### src/rtl/lanewr_pkg.sv
`timescale 1ns/1ps
package lanewr_pkg;

  // Strobes from the sequencing control to the datapath
  typedef struct packed {
    logic initPhase;  // power-up control write in progress
    logic load;       // capture the granted request
    logic ctlPhase;   // control-register write on the bus
    logic dataPhase;  // data write on the bus
  } seqStrobe_t;

  typedef enum logic [1:0] {
    ST_INIT = 2'd0,
    ST_IDLE = 2'd1,
    ST_CTL  = 2'd2,
    ST_DATA = 2'd3
  } seqState_e;

  localparam logic [1:0] SZ_BYTE = 2'd0;
  localparam logic [1:0] SZ_HALF = 2'd1;

endpackage

### src/rtl/lanewr_arb.sv
`timescale 1ns/1ps
module lanewr_arb #(
  parameter int NREQ  = 3,
  parameter int IDX_W = 2
) (
  input  logic             clk,
  input  logic             rstN,
  input  logic [NREQ-1:0]  reqValid,
  input  logic             enable,
  input  logic             advance,
  output logic [NREQ-1:0]  grant,
  output logic [IDX_W-1:0] grantIdx,
  output logic             anyGrant
);

  logic [IDX_W-1:0] lastIdx;

  // Search starts one past the last winner and wraps around
  always_comb begin
    int cand;
    anyGrant = 1'b0;
    grantIdx = '0;
    for (int off = 1; off <= NREQ; off++) begin
      cand = int'(lastIdx) + off;
      if (cand >= NREQ) cand = cand - NREQ;
      if (enable && !anyGrant && reqValid[cand]) begin
        anyGrant = 1'b1;
        grantIdx = IDX_W'(cand);
      end
    end
    grant = anyGrant ? (NREQ'(1) << grantIdx) : '0;
  end

  always_ff @(posedge clk or negedge rstN) begin
    if (!rstN)        lastIdx <= IDX_W'(NREQ - 1);
    else if (advance) lastIdx <= grantIdx;
  end

endmodule

### src/rtl/lanewr_ctrl.sv
`timescale 1ns/1ps
module lanewr_ctrl
  import lanewr_pkg::*;
(
  input  logic       clk,
  input  logic       rstN,
  input  logic       anyGrant,
  input  logic       selMisalign,
  input  logic       ctlWrAck,
  input  logic       dataWrAck,
  output seqStrobe_t strobe,
  output logic       arbEnable,
  output logic       accept,
  output logic       drop
);

  seqState_e state, nextState;

  always_comb begin
    strobe    = '0;
    arbEnable = 1'b0;
    accept    = 1'b0;
    drop      = 1'b0;
    nextState = state;
    case (state)
      ST_INIT: begin
        strobe.initPhase = 1'b1;
        strobe.ctlPhase  = 1'b1;
        if (ctlWrAck) nextState = ST_IDLE;
      end
      ST_IDLE: begin
        arbEnable = 1'b1;
        if (anyGrant) begin
          accept = 1'b1;
          if (selMisalign) begin
            drop = 1'b1;
          end else begin
            strobe.load = 1'b1;
            nextState   = ST_CTL;
          end
        end
      end
      ST_CTL: begin
        strobe.ctlPhase = 1'b1;
        if (ctlWrAck) nextState = ST_DATA;
      end
      ST_DATA: begin
        strobe.dataPhase = 1'b1;
        if (dataWrAck) nextState = ST_IDLE;
      end
      default: nextState = ST_IDLE;
    endcase
  end

  always_ff @(posedge clk or negedge rstN) begin
    if (!rstN) state <= ST_INIT;
    else       state <= nextState;
  end

endmodule

### src/rtl/lanewr_dp.sv
`timescale 1ns/1ps
module lanewr_dp
  import lanewr_pkg::*;
#(
  parameter int NREQ     = 3,
  parameter int ADDR_W   = 12,
  parameter int DATA_W   = 32,
  parameter int LANE_LSB = 3,
  parameter int IDX_W    = 2,
  localparam int LANES   = DATA_W / 8,
  localparam int CTL_W   = LANE_LSB + LANES + 1
) (
  input  logic                   clk,
  input  logic                   rstN,
  input  seqStrobe_t             strobe,
  input  logic [NREQ*ADDR_W-1:0] reqAddr,
  input  logic [NREQ*DATA_W-1:0] reqData,
  input  logic [NREQ*2-1:0]      reqSize,
  input  logic [IDX_W-1:0]       grantIdx,
  output logic                   selMisalign,
  output logic [CTL_W-1:0]       ctlWrData,
  output logic [ADDR_W-1:0]      dataWrAddr,
  output logic [DATA_W-1:0]      dataWrData,
  output logic [1:0]             dataWrSize
);

  localparam int OFS_W = $clog2(LANES);
  localparam logic [CTL_W-1:0] INIT_CTL = CTL_W'(((1 << LANES) - 1) << LANE_LSB);
  localparam logic [CTL_W-1:0] WORD_CTL = CTL_W'(((1 << (LANES + 1)) - 1) << LANE_LSB);

  logic [ADDR_W-1:0] selAddr;
  logic [DATA_W-1:0] selData;
  logic [1:0]        selSize;
  logic [OFS_W-1:0]  ofs;
  logic [LANES-1:0]  laneMask;
  logic [CTL_W-1:0]  ctlNext;
  logic [DATA_W-1:0] placed;

  logic [CTL_W-1:0]  ctlReg;
  logic [ADDR_W-1:0] addrReg;
  logic [DATA_W-1:0] dataReg;
  logic [1:0]        sizeReg;

  assign selAddr = reqAddr[int'(grantIdx)*ADDR_W +: ADDR_W];
  assign selData = reqData[int'(grantIdx)*DATA_W +: DATA_W];
  assign selSize = reqSize[int'(grantIdx)*2 +: 2];
  assign ofs     = selAddr[OFS_W-1:0];

  always_comb begin
    case (selSize)
      SZ_BYTE: laneMask = LANES'(1) << ofs;
      SZ_HALF: laneMask = LANES'(3) << ofs;
      default: laneMask = '1;
    endcase
  end

  assign selMisalign = (selSize == SZ_HALF) && (ofs == OFS_W'(LANES - 1));
  assign ctlNext     = selSize[1] ? WORD_CTL : (CTL_W'(laneMask) << LANE_LSB);

  // Per-lane source selection for the data write
  for (genvar j = 0; j < LANES; j++) begin : g_lane
    always_comb begin
      case (selSize)
        SZ_BYTE: placed[8*j +: 8] = (int'(ofs) == j) ? selData[7:0] : 8'h00;
        SZ_HALF: begin
          if (int'(ofs) == j)          placed[8*j +: 8] = selData[7:0];
          else if (int'(ofs) + 1 == j) placed[8*j +: 8] = selData[15:8];
          else                         placed[8*j +: 8] = 8'h00;
        end
        default: placed[8*j +: 8] = selData[8*j +: 8];
      endcase
    end
  end

  always_ff @(posedge clk or negedge rstN) begin
    if (!rstN) begin
      ctlReg  <= '0;
      addrReg <= '0;
      dataReg <= '0;
      sizeReg <= '0;
    end else if (strobe.load) begin
      ctlReg  <= ctlNext;
      addrReg <= selAddr;
      dataReg <= placed;
      sizeReg <= selSize;
    end
  end

  // Outputs are quiet outside their own phase
  assign ctlWrData  = !strobe.ctlPhase ? '0 : (strobe.initPhase ? INIT_CTL : ctlReg);
  assign dataWrAddr = strobe.dataPhase ? addrReg : '0;
  assign dataWrData = strobe.dataPhase ? dataReg : '0;
  assign dataWrSize = strobe.dataPhase ? sizeReg : '0;

endmodule

### src/rtl/lanewr_seq.sv
`timescale 1ns/1ps
module lanewr_seq
  import lanewr_pkg::*;
#(
  parameter int NREQ     = 3,
  parameter int ADDR_W   = 12,
  parameter int DATA_W   = 32,
  parameter int LANE_LSB = 3
) (
  input  logic                         clk,
  input  logic                         rstN,
  input  logic [NREQ-1:0]              reqValid,
  input  logic [NREQ*ADDR_W-1:0]       reqAddr,
  input  logic [NREQ*DATA_W-1:0]       reqData,
  input  logic [NREQ*2-1:0]            reqSize,
  output logic [NREQ-1:0]              reqReady,
  output logic [NREQ-1:0]              reqDrop,
  output logic                         ctlWrEn,
  output logic [LANE_LSB+DATA_W/8:0]   ctlWrData,
  input  logic                         ctlWrAck,
  output logic                         dataWrEn,
  output logic [ADDR_W-1:0]            dataWrAddr,
  output logic [DATA_W-1:0]            dataWrData,
  output logic [1:0]                   dataWrSize,
  input  logic                         dataWrAck
);

  localparam int IDX_W = (NREQ > 1) ? $clog2(NREQ) : 1;

  seqStrobe_t       strobe;
  logic             arbEnable, accept, drop, anyGrant, selMisalign;
  logic [NREQ-1:0]  grant;
  logic [IDX_W-1:0] grantIdx;

  lanewr_arb #(.NREQ(NREQ), .IDX_W(IDX_W)) u_arb (
    .clk      (clk),
    .rstN     (rstN),
    .reqValid (reqValid),
    .enable   (arbEnable),
    .advance  (accept),
    .grant    (grant),
    .grantIdx (grantIdx),
    .anyGrant (anyGrant)
  );

  lanewr_ctrl u_ctrl (
    .clk         (clk),
    .rstN        (rstN),
    .anyGrant    (anyGrant),
    .selMisalign (selMisalign),
    .ctlWrAck    (ctlWrAck),
    .dataWrAck   (dataWrAck),
    .strobe      (strobe),
    .arbEnable   (arbEnable),
    .accept      (accept),
    .drop        (drop)
  );

  lanewr_dp #(
    .NREQ(NREQ), .ADDR_W(ADDR_W), .DATA_W(DATA_W),
    .LANE_LSB(LANE_LSB), .IDX_W(IDX_W)
  ) u_dp (
    .clk         (clk),
    .rstN        (rstN),
    .strobe      (strobe),
    .reqAddr     (reqAddr),
    .reqData     (reqData),
    .reqSize     (reqSize),
    .grantIdx    (grantIdx),
    .selMisalign (selMisalign),
    .ctlWrData   (ctlWrData),
    .dataWrAddr  (dataWrAddr),
    .dataWrData  (dataWrData),
    .dataWrSize  (dataWrSize)
  );

  assign reqReady = grant & {NREQ{accept}};
  assign reqDrop  = grant & {NREQ{drop}};
  assign ctlWrEn  = strobe.ctlPhase;
  assign dataWrEn = strobe.dataPhase;

endmodule

### config.mk
export PLATFORM = sky130hd
export DESIGN_NAME = lanewr_seq
export DESIGN_NICKNAME = d
export VERILOG_FILES = /design/src/rtl/lanewr_pkg.sv /design/src/rtl/lanewr_arb.sv /design/src/rtl/lanewr_ctrl.sv /design/src/rtl/lanewr_dp.sv /design/src/rtl/lanewr_seq.sv
export SDC_FILE = /design/constraint.sdc
export NUM_CORES = 1
export LEC_CHECK = 0
export ABC_AREA = 1
export ABC_CLOCK_PERIOD_IN_PS = 2600
export CORE_ASPECT_RATIO = 1.25
export CORE_MARGIN = 4
export CORE_UTILIZATION = 34
export CTS_BUF_LIST = sky130_fd_sc_hd__clkbuf_4 sky130_fd_sc_hd__clkbuf_8
export DETAILED_ROUTE_END_ITERATION = 8
export GPL_TIMING_DRIVEN = 0
export PLACE_DENSITY_LB_ADDON = 0.08
export SLEW_MARGIN = 10
export SYNTH_ARGS = -nofsm -noshare
export SYNTH_HDL_FRONTEND = slang
export SYNTH_SLANG_ARGS = --single-unit
export TNS_END_PERCENT = 1
### constraint.sdc
create_clock -name clk -period 2.6 [get_ports clk]
set_input_delay 0.39 -clock clk [delete_from_list [all_inputs] [get_ports clk]]
set_output_delay 0.39 -clock clk [all_outputs]
set_load 0.01 [all_outputs]
==> metrics.yaml <==
grt_pass1_wl_um: 27400
cts_sinks: 54
max_stage_delay_ps: 580
gp_congestion: 0.915
whs_ps: 110
synth_compound_area_frac: 0.0586
setup_ws_ps: -542
hold_viol: 0
synthXorXnorAreaFrac: 0
synth_top_family_by_area: "simple AND/OR/NAND/NOR gates"
clock_latency_ps: 330
drtIter0Drc: 287
ys_ff_latch: 54
path_depth: 14
rsz0062_at_grt: "yes"
wire_per_inst_um: 15.1
start_util: 0.347
r2r_slack_ps: -330
grt_max_degree: 55
cp_slowest_cell: "dfstp_2"
fin_nets: 1148
cp.required_ps: 2210
synth_top_area_share: 0.317
via_per_inst: 4.70
crit_end: "reqDrop[0]"
wl_um: 17600
synth_most_common_cell: "nand2_1"
crit_path_start: "u_arb.lastIdx[1]"
antenna_found_initial: 0
synth_top_cell_by_area: "nand2_1"
cp.arrival_ps: 2750
p_int_w: 0.00476
yosysUniqueCellTypes: 32
die_h_um: 138
cellPowerDensity_nw_per_um2: 1430
clkTransAtPathRegs_ps: 120
rows: 47
p_sw_w: 0.00580
core_um2: 13200
hold_path_class: "primary input to async pin"
finish.utilization: 0.558
syn_area_um2: 4590
synth_mux_area_frac: 0
critPathCaptureType: "output port"
synth_area_leaders: "nand2_1 32%, dfrtp_1 29%, nand3_1 6.9%"
crit_path_frequent_cell: "buf_6"
min_period_ps: 3140
setup_viol: 58
dieArea_um2: 15400
groute.usage.overall: 0.224
post-route-period-util: 1.21
violations: "negative setup slack"
slew_violations: 0
grt_util_met1: 0.266
swShare: 0.549
fmax_mhz: 318
top_usage_layer: "met2"
pwr-share-clk: 0.051
crit_path_cell_trace: "inv_2 -> ha_4 -> inv_6 -> nand2_2 -> nand4_1 -> nand4_4 -> buf_6 -> nand3_1 -> nand3_2 -> nand2_4 -> nor2_8 -> nand2_8 -> nor3_4 -> buf_6"
worstMarginPinSlew_ps: 732
drive_above_1_share: 0.141
cts.htree.levels: 2
p_leak_nw: 3.87
syn_to_final_growth_pct: 60.8
drc: 0
synthTopCellsByCount: "387 x nand2_1, 78 x inv_1, 63 x nand3_1, 53 x dfrtp_1, 39 x nor2_1"
cts_inserted_buffers: 5
synth_edf_count: 0
route.antenna.remaining_nets: 0
maxCapViolCount: 0
syn_inst: 769
status: "finished with violations"
timing.rr.start: "u_arb.lastIdx[1]"
via_count: 5475
numPortBuffers: 203
met2_usage: 0.397
cts_buffer_depth: 2
synth_flop_cell: "dfrtp_1"
pwr-share-comb: 0.807
synthSimpleGateAreaFrac: 0.495
total_power_w: 0.0106
pwr-share-seq: 0.142
drt_first_pass_iters: 5
die_w_um: 112
cts_hold_buf: 0
ios: 207
reg2reg_depth: 19
path_buf_inv: 4
ys_warn_count: 0
synthArstFlopShare: 1.00
synth_seq_area_share: 0.295
first_global_vias: 5304
ir_drop_mv: 0.678
worstPathMaxFanout: 10
n_antenna_cell: 0
worst_clock_skew_ps: 11.7
maxSlewHeadroom: 0.512
synth_fa_ha_area_frac: 0.0245
path_class: "flip-flop to output port"
tritoncts: "built"
dp_hpwl_um: 13600
grt.overflow.total: 0
cts-root-buf: "clkbuf_8"
postSynthAreaPerCell_um2: 5.96
critical_path.top_delay_family: "simple AND/OR/NAND/NOR gates"
worstReg2RegEnd: "u_dp.dataReg[31]"
use_met3: 0.0602
start_kind: "flip-flop"
## logic make-up (layout without fill, tap and decap cells)
group | Yosys count | after routing
buffers and inverters | 125 | 349
other | 1 | 3
adders and majority gates | 9 | 9
and+or+nand+nor | 531 | 531
DFF | 54 | 54
AOI/OAI and AO/OA | 49 | 49
## layout make-up
type | count | area [um^2]
clock buffer | 5 | 68.8
multi-input combinational | 592 | 2870
fill | 1375 | 5850
sequential | 54 | 1360
clock inverter | 3 | 28.8
inverter | 85 | 334
tap | 171 | 214
buffer | 39 | 362
timing repair buffer | 217 | 2140
## timing repair
action | 4_1_cts | 5_1_grt
pin swaps | 20 | 15
endpoints found under the setup margin | 101 | 98
resized for setup | 105 | 22
buffers inserted | 12 | 2
## worst min path at each step
stage,slack (ps),endpoint,depth (start not counted)
4_1_cts,130,u_dp.addrReg[6],1
2_1_floorplan,90,u_arb.lastIdx[0],0
6_report,110,u_dp.addrReg[6],1
3_3_place_gp,460,u_dp.addrReg[9],2
3_5_place_dp,470,u_dp.dataReg[28],2
5_1_grt,150,u_dp.dataReg[7],1
## metrics by stage
step	setup slack (ps)	setup TNS (ps)	instance area [um^2]	std cells
2_1_floorplan	-88.5	-1260	4610	771
3_3_place_gp	-983	-62840	6860	1145
3_5_place_dp	-980	-28780	6850	1145
4_1_cts	-566	-15850	7300	1164
5_1_grt	-723	-24690	7380	1166
6_report	-542	-15550	7380	1166
## power groups by stage
stage          logic (W)  clock network (W)  registers [W]
5_1_grt          0.00942           0.000592        0.00154
3_3_place_gp     0.00743                  0        0.00150
4_1_cts          0.00836           0.000556        0.00149
6_report         0.00853           0.000541        0.00149
2_1_floorplan    0.00498                  0        0.00144
3_5_place_dp     0.00746                  0        0.00151
## state kept, by name, indices dropped and copies added, names as in the netlist
register and count:
u_dp.ctlReg 5, u_ctrl.state 2, u_dp.dataReg 32, u_arb.lastIdx 2
u_dp.addrReg 12, u_dp.sizeReg 1
## cells in the final DEF (no fill, tap or decap), types with 8 or more instances in the layout
cell               n
inv_1             76
nand2_1          375
buf_4             24
nand3b_1          10
nand3_1           57
o21ai_0           25
nor2_2             8
dfrtp_1           51
buf_6             17
clkdlybuf4s50_1  196
nor2_1            32
nand2_2           13
## routing by layer
layer / vias up / part of all wire / wire [um]
met5: - / 0 / 0
met4: 0 / 0.022 / 378
met3: 24 / 0.079 / 1390
met2: 210 / 0.49 / 8660
met1: 2453 / 0.41 / 7130
li1: 2788 / - / -
No activity file was read; power rests on OpenSTA's default activity.
